==> config.mk <==
export PLATFORM = sky130hd
export DESIGN_NAME = otp_prot_ctrl
export DESIGN_NICKNAME = d
export VERILOG_FILES = /design/src/rtl/otp_prot_pkg.sv /design/src/rtl/otp_addr_dec.sv /design/src/rtl/otp_store.sv /design/src/rtl/otp_cmd_fsm.sv /design/src/rtl/otp_prot_ctrl.sv
export SDC_FILE = /design/constraint.sdc
export NUM_CORES = 1
export LEC_CHECK = 0
export BUFFER_PORTS_ARGS = -buffer_cell sky130_fd_sc_hd__buf_4
export CAP_MARGIN = 0
export CORE_ASPECT_RATIO = 1.4
export CORE_UTILIZATION = 40
export CTS_CLUSTER_DIAMETER = 150
export DETAILED_ROUTE_END_ITERATION = 12
export SYNTH_ARGS = -nofsm -noshare
export SYNTH_HDL_FRONTEND = slang
export SYNTH_SLANG_ARGS = --single-unit
==> constraint.sdc <==
create_clock -name clk -period 9.5 [get_ports clk]
set_input_delay 2.375 -clock clk [delete_from_list [all_inputs] [get_ports clk]]
set_output_delay 2.375 -clock clk [all_outputs]
set_load 0.05 [all_outputs]
==> src/rtl/otp_prot_pkg.sv <==
package otp_prot_pkg;

    typedef enum logic [2:0] {
        ST_ARRAY  = 3'd0,
        ST_IDENT  = 3'd1,
        ST_STATUS = 3'd2,
        ST_PSETUP = 3'd3,
        ST_BUSY   = 3'd4
    } otp_state_e;

    typedef enum logic [1:0] {
        SEG_LOCK = 2'd0,
        SEG_FACT = 2'd1,
        SEG_USER = 2'd2,
        SEG_NONE = 2'd3
    } otp_seg_e;

    localparam logic [7:0] CMD_READ_ARRAY = 8'hFF;
    localparam logic [7:0] CMD_READ_ID    = 8'h90;
    localparam logic [7:0] CMD_PROG_SETUP = 8'hC0;
    localparam logic [7:0] CMD_CLR_STATUS = 8'h50;

    localparam int PR_WORDS    = 9;
    localparam int SLOT_LOCK   = 0;
    localparam int SLOT_FACT_0 = 1;
    localparam int SLOT_FACT_N = 4;
    localparam int SLOT_USER_0 = 5;
    localparam int SLOT_W      = 4;

    localparam logic [15:0] LOCK_PRELOAD = 16'hFFFE;

endpackage

==> src/rtl/otp_addr_dec.sv <==
module otp_addr_dec
    import otp_prot_pkg::*;
#(
    parameter int              ADDR_W  = 9,
    parameter logic [ADDR_W-1:0] PR_BASE = 'h80
) (
    input  logic              byte_mode,
    input  logic [ADDR_W-1:0] addr,
    output logic              hit,
    output logic              lane,
    output logic [SLOT_W-1:0] slot,
    output otp_seg_e          seg
);

    logic [ADDR_W-1:0] waddr;
    logic [ADDR_W-1:0] off;

    always_comb begin
        waddr = byte_mode ? (addr >> 1) : addr;
        lane  = byte_mode & addr[0];
        off   = waddr - PR_BASE;
        hit   = (waddr >= PR_BASE) && (off < ADDR_W'(PR_WORDS));
        slot  = hit ? off[SLOT_W-1:0] : '0;
        if (!hit)
            seg = SEG_NONE;
        else if (int'(slot) == SLOT_LOCK)
            seg = SEG_LOCK;
        else if (int'(slot) <= SLOT_FACT_N)
            seg = SEG_FACT;
        else
            seg = SEG_USER;
    end

endmodule

==> src/rtl/otp_store.sv <==
module otp_store
    import otp_prot_pkg::*;
#(
    parameter logic [63:0] FACTORY_ID = 64'h0123_4567_89AB_CDEF
) (
    input  logic              clk,
    input  logic              rst_n,
    input  logic              prog_en,
    input  logic [SLOT_W-1:0] slot,
    input  logic              byte_mode,
    input  logic              lane,
    input  logic [15:0]       wdata,
    output logic [15:0]       words [PR_WORDS],
    output logic              fact_locked,
    output logic              user_locked
);

    function automatic logic [15:0] preload(input int idx);
        if (idx == SLOT_LOCK)
            return LOCK_PRELOAD;
        else if (idx <= SLOT_FACT_N)
            return FACTORY_ID[16*(idx-SLOT_FACT_0) +: 16];
        else
            return 16'hFFFF;
    endfunction

    logic [15:0] mask;

    always_comb begin
        if (!byte_mode)
            mask = wdata;
        else if (lane)
            mask = {wdata[7:0], 8'hFF};
        else
            mask = {8'hFF, wdata[7:0]};
    end

    always_ff @(posedge clk or negedge rst_n) begin
        if (!rst_n) begin
            for (int i = 0; i < PR_WORDS; i++)
                words[i] <= preload(i);
        end else if (prog_en) begin
            words[slot] <= words[slot] & mask;
        end
    end

    assign fact_locked = ~words[SLOT_LOCK][0];
    assign user_locked = ~words[SLOT_LOCK][1];

    for (genvar g = 0; g < PR_WORDS; g++) begin : g_word_chk
        assert_word_no_set_R4: assert property (@(posedge clk) disable iff (!rst_n)
            ((~$past(words[g]) & words[g]) == 16'h0000));
        if (g >= SLOT_FACT_0 && g <= SLOT_FACT_N) begin : g_fact
            assert_factory_fixed_R7: assert property (@(posedge clk) disable iff (!rst_n)
                $stable(words[g]));
        end
    end

endmodule

==> src/rtl/otp_cmd_fsm.sv <==
module otp_cmd_fsm
    import otp_prot_pkg::*;
#(
    parameter int BUSY_CYCLES = 4
) (
    input  logic       clk,
    input  logic       rst_n,
    input  logic       wr_en,
    input  logic [7:0] cmd,
    input  logic       hit,
    input  otp_seg_e   seg,
    input  logic       fact_locked,
    input  logic       user_locked,
    output otp_state_e state,
    output logic [7:0] status,
    output logic       prog_en
);

    localparam int CNT_W = (BUSY_CYCLES < 2) ? 1 : $clog2(BUSY_CYCLES);
    localparam logic [CNT_W-1:0] CNT_LOAD = CNT_W'(BUSY_CYCLES - 1);

    otp_state_e       state_nxt;
    logic [CNT_W-1:0] cnt;
    logic             cnt_load;
    logic             sr_perr, sr_lerr;
    logic             set_perr, set_lerr, clr_sr;
    logic             seg_locked;

    assign seg_locked = (seg == SEG_FACT && fact_locked) ||
                        (seg == SEG_USER && user_locked);

    always_comb begin
        state_nxt = state;
        prog_en   = 1'b0;
        set_perr  = 1'b0;
        set_lerr  = 1'b0;
        clr_sr    = 1'b0;
        cnt_load  = 1'b0;
        unique case (state)
            ST_ARRAY, ST_IDENT, ST_STATUS: begin
                if (wr_en) begin
                    case (cmd)
                        CMD_READ_ARRAY: state_nxt = ST_ARRAY;
                        CMD_READ_ID:    state_nxt = ST_IDENT;
                        CMD_PROG_SETUP: state_nxt = ST_PSETUP;
                        CMD_CLR_STATUS: clr_sr    = 1'b1;
                        default:        state_nxt = state;
                    endcase
                end
            end
            ST_PSETUP: begin
                if (wr_en) begin
                    state_nxt = ST_BUSY;
                    cnt_load  = 1'b1;
                    if (!hit) begin
                        set_perr = 1'b1;
                    end else if (seg_locked) begin
                        set_perr = 1'b1;
                        set_lerr = 1'b1;
                    end else begin
                        prog_en = 1'b1;
                    end
                end
            end
            ST_BUSY: begin
                if (cnt == '0)
                    state_nxt = ST_STATUS;
            end
            default: state_nxt = ST_ARRAY;
        endcase
    end

    always_ff @(posedge clk or negedge rst_n) begin
        if (!rst_n) begin
            state   <= ST_ARRAY;
            cnt     <= '0;
            sr_perr <= 1'b0;
            sr_lerr <= 1'b0;
        end else begin
            state <= state_nxt;
            if (cnt_load)
                cnt <= CNT_LOAD;
            else if (state == ST_BUSY && cnt != '0)
                cnt <= cnt - 1'b1;
            if (clr_sr) begin
                sr_perr <= 1'b0;
                sr_lerr <= 1'b0;
            end else begin
                if (set_perr) sr_perr <= 1'b1;
                if (set_lerr) sr_lerr <= 1'b1;
            end
        end
    end

    assign status = {state != ST_BUSY, 2'b00, sr_perr, 2'b00, sr_lerr, 1'b0};

    assert_busy_entry_R9: assert property (@(posedge clk) disable iff (!rst_n)
        (state == ST_BUSY && $past(state) != ST_BUSY) |-> $past(state == ST_PSETUP && wr_en));

    assert_busy_exit_R9: assert property (@(posedge clk) disable iff (!rst_n)
        ($past(state) == ST_BUSY && state != ST_BUSY) |-> state == ST_STATUS);

    assert_err_source_R6: assert property (@(posedge clk) disable iff (!rst_n)
        $rose(sr_perr) |-> $past(state == ST_PSETUP && wr_en));

    assert_lock_err_pair_R7: assert property (@(posedge clk) disable iff (!rst_n)
        sr_lerr |-> sr_perr);

    assert_clear_status_R10: assert property (@(posedge clk) disable iff (!rst_n)
        $past(wr_en && cmd == CMD_CLR_STATUS &&
              (state == ST_ARRAY || state == ST_IDENT || state == ST_STATUS))
        |-> (!sr_perr && !sr_lerr));

endmodule

==> src/rtl/otp_prot_ctrl.sv <==
module otp_prot_ctrl
    import otp_prot_pkg::*;
#(
    parameter int                ADDR_W      = 9,
    parameter logic [ADDR_W-1:0] PR_BASE     = 'h80,
    parameter int                BUSY_CYCLES = 4,
    parameter logic [63:0]       FACTORY_ID  = 64'h0123_4567_89AB_CDEF
) (
    input  logic              clk,
    input  logic              rst_n,
    input  logic              byte_mode,
    input  logic              wr_en,
    input  logic [ADDR_W-1:0] addr,
    input  logic [15:0]       wdata,
    output logic [15:0]       rdata
);

    logic              hit, lane, fact_locked, user_locked, prog_en;
    logic [SLOT_W-1:0] slot;
    otp_seg_e          seg;
    otp_state_e        state;
    logic [7:0]        status;
    logic [15:0]       words [PR_WORDS];
    logic [15:0]       id_word;

    otp_addr_dec #(.ADDR_W(ADDR_W), .PR_BASE(PR_BASE)) dec_i (
        .byte_mode (byte_mode),
        .addr      (addr),
        .hit       (hit),
        .lane      (lane),
        .slot      (slot),
        .seg       (seg)
    );

    otp_store #(.FACTORY_ID(FACTORY_ID)) store_i (
        .clk         (clk),
        .rst_n       (rst_n),
        .prog_en     (prog_en),
        .slot        (slot),
        .byte_mode   (byte_mode),
        .lane        (lane),
        .wdata       (wdata),
        .words       (words),
        .fact_locked (fact_locked),
        .user_locked (user_locked)
    );

    otp_cmd_fsm #(.BUSY_CYCLES(BUSY_CYCLES)) fsm_i (
        .clk         (clk),
        .rst_n       (rst_n),
        .wr_en       (wr_en),
        .cmd         (wdata[7:0]),
        .hit         (hit),
        .seg         (seg),
        .fact_locked (fact_locked),
        .user_locked (user_locked),
        .state       (state),
        .status      (status),
        .prog_en     (prog_en)
    );

    always_comb begin
        id_word = '0;
        for (int i = 0; i < PR_WORDS; i++)
            if (hit && int'(slot) == i)
                id_word = words[i];
    end

    always_comb begin
        unique case (state)
            ST_ARRAY: rdata = 16'hFFFF;
            ST_IDENT: begin
                if (!byte_mode)
                    rdata = id_word;
                else
                    rdata = {8'h00, lane ? id_word[15:8] : id_word[7:0]};
            end
            default:  rdata = {8'h00, status};
        endcase
    end

endmodule

==> impl_results.md <==
- Tcrit/Tclk final: 89.5%
- Port Buffers: 44
- Remaining DRCs: 0
- Via count: 7605
- Hold endpoint: store_i.words[14]
- Hold Crit Depth: 2
- Mapped Nets: 912
- Main synth FF type: dfstp_2
- Initial DRC count: 1035
- Clk_lat worst skew: around 450 ps
- Critical path startpoint: byte_mode
- Final non-filler cell total: ~1200
- Dpl cell area: just under 9000 µm²
- Sequential Area: between 3000 and 4000 µm²
- Crit-path max FO: 44
- Reg2reg start: fsm_i.state[0]
- Post-route ant nets: 0
- Number of flops mapped to enable cells by yosys: 0
- Mapped Area: around 8500 µm²
- Max-cap violations: 0
- Chip width: between 100 and 150 µm
- R2R Path End: store_i.words[128]
- Routed wire length per instance: 26.1 µm
- Vias in the first global route: 7417
- Worst reg-to-reg path cell count: 4
- WS Path Type: in2out
- Pin count of the biggest net entering global routing: 106
- R2r setup slk: ~6300 ps
- Multi-input gate area: 4170 µm²
- Post-cts resize count: 0
- Initial antenna violation count: 0
- Mean post-synth cell area: 9.63 µm²
- Hold path startpoint: store_i.words[14]
- Period minus WS final: 8500 ps
- I/O pin count: 45
- Via-to-Cell Ratio: 6.51
- Cells after Synth: 882
- Setup_tns: 0 ps
- WL final: between 30000 and 40000 µm
- RSZ-0062 raised after global routing: no
- Max-slew violations: 0
- First-pass GRT wire length: 46900 µm
- Num Clock Sinks: 151
- Initial DRT Pass Iterations: 9
- Clk_skew: approximately 12 ps
- Synth cell types: 83
- Hold Crit Class: reg2reg
- CP endpoint kind: output port
- Root Buffer: clkbuf_16
- Crit path launch type: input pin
- Design area: 9470 µm²
- Worst slew pin tran: 1150 ps
- Diode count: 0
- Final core occ: 45.9%
- Row count: 62
- Fillers: about 2000
- FMAX: 0.118 GHz
- Post-DP HPWL: 20900 µm
- WP data required: 7130 ps
- CTS Buf Count: 17
- Total global routing overflow: 0
- Async set-reset flop share out of synthesis: 100%
- Reg clk slew, reported paths: 70 ps
- Crit path DAT: between 6000 and 7000 ps
- All-layer global routing usage: 29.1%
- Gpl congestion: 0.961
- CTS Buffer Depth: 2
- CTS H-Tree Depth: 4
- Nets: 930
- Seq/Total Area, Yosys: between 40% and 50%
- Hold Violations, Final: 0
- Peak VDD IR: roughly 0.00016 V
- Setup bufs post-CTS: 0
- Setup violators final: 0
- CTS tree: done
- Power per cell area: 186 nW/µm²
- Hold slack: around 470 ps
- Die area: 21800 µm²
- # placed instances: approximately 1100
- Synth warn: 0
- Worst slew margin: 23.3%
- Status: finished, final reports clean
- Share of cells above drive strength 1: 29.1%
- Hold-fix buffers, CTS: 0
- Seq cells post-synth: 151
- Chip Height: 174 µm
- Initial core utilization: about two fifths
- Leakage: about 3.4 nW
- Area Overhead vs Synth: 11.5%
- Core area: 20600 µm²
==> metal layers <==
layer  GRT usage [%]  share of wire, %  vias up  wire length (µm)
met3            5.26               7.0      122              2150
li1                -                 -     3331                 -
met1            36.9                39     3750             12000
met2            45.3                47      402             14300
met4            19.6               6.6        0              2020
met5               0                 0        -                 0
==> power breakdown <==
| group | internal, mW | switching (mW) | total [mW] |
|---|---|---|---|
| combinational | 0.114 | 0.304 | 0.419 |
| clock | 0.374 | 0.302 | 0.676 |
| sequential | 0.656 | 0.0131 | 0.669 |
| total | 1.14 | 0.620 | 1.76 |
==> per-stage QoR <==
step	power [mW]	setup WS [ps]
detailed placement	1.10	1130
global placement	1.10	1220
global route	1.82	880
floorplan	0.954	1480
CTS	1.77	1110
finish	1.76	997
==> cell usage after synthesis, types with 9 or more instances <==
cell	n	area (µm²)
a22oi_1	12	90.1
o21ai_1	20	100
dfrtp_1	40	1000
clkbuf_1	23	86.3
nand3_1	17	85.1
nand2_1	172	646
mux2_4	9	135
a222oi_1	17	170
a221oi_1	9	78.8
mux2_2	17	191
o21ai_0	136	681
dfstp_2	111	2920
buf_2	19	95.1
nor2_1	24	90.1
nand4_1	20	125
a21oi_1	24	120
==> registers in the layout, indices dropped and copies added, names as in the netlist <==
register       flops
store_i.words    144
fsm_i.sr_perr      1
fsm_i.sr_lerr      1
fsm_i.cnt          2
fsm_i.state        3
==> critical path, stage by stage <==
cell and delay [ps]:
buf_4 260, or4b_4 600, a211o_1 630, nor3_2 920
a22oi_1 220, a211oi_2 440, nor3_1 90, a211oi_1 320
buf_4 260
==> area by class of cell <==
cell class / count / area share (%)
clock buffer: 18 / 4.64
tap: 256 / 3.38
timing repair buffer: 61 / 4.88
inverter: 6 / 0.238
multi-input combinational: 663 / 44.0
clock inverter: 14 / 1.48
sequential: 151 / 41.4
==> how the worst max path moves through the flow <==
| stage | to | slack, ps | cells past startpoint |
|---|---|---|---|
| 6_report | rdata[7] | 1000 | 9 |
| 5_1_grt | rdata[7] | 880 | 9 |
| 4_1_cts | rdata[7] | 1110 | 9 |
| 3_5_place_dp | rdata[7] | 1130 | 9 |
| 3_3_place_gp | rdata[7] | 1220 | 9 |
| 2_1_floorplan | rdata[7] | 1480 | 10 |
==> cell usage in the layout, fill, tap and decap left out, types with 5 or more instances in the layout <==
| cell | count |
|---|---|
| nand2_1 | 172 |
| o21ai_0 | 136 |
| dfstp_2 | 111 |
| buf_4 | 60 |
| dfrtp_1 | 40 |
| a21oi_1 | 24 |
| nor2_1 | 24 |
| o21ai_1 | 20 |
| nand4_1 | 20 |
| mux2_2 | 17 |
| nand3_1 | 17 |
| a222oi_1 | 17 |
| clkbuf_16 | 17 |
| a22oi_1 | 12 |
| a221oi_1 | 9 |
| mux2_4 | 9 |
| and3_1 | 8 |
| a22o_1 | 8 |
| nand3_4 | 8 |
| nor3_1 | 7 |
| nand3b_1 | 7 |
| and2_1 | 7 |
| o22ai_1 | 7 |
| inv_1 | 6 |
| o21a_1 | 6 |
| o221ai_1 | 6 |
| a32oi_1 | 6 |
| nand2b_1 | 5 |
| mux2i_1 | 5 |
| nand2_2 | 5 |
| a2bb2oi_1 | 5 |
| a31oi_1 | 5 |
==> kinds of logic (layout without fill, tap and decap cells) <==
| kind of cell | Yosys count | in the layout | synth area share, % |
|---|---|---|---|
| flops | 151 | 151 | 46.1 |
| fa+ha+maj | 1 | 1 | 0.147 |
| mux | 33 | 33 | 4.73 |
| simple gates | 318 | 318 | 20.2 |
| compound gates | 309 | 309 | 23.7 |
| buf+inv | 68 | 99 | 4.83 |
| xor+xnor | 2 | 2 | 0.206 |
No activity file was read; power rests on OpenSTA's default activity.
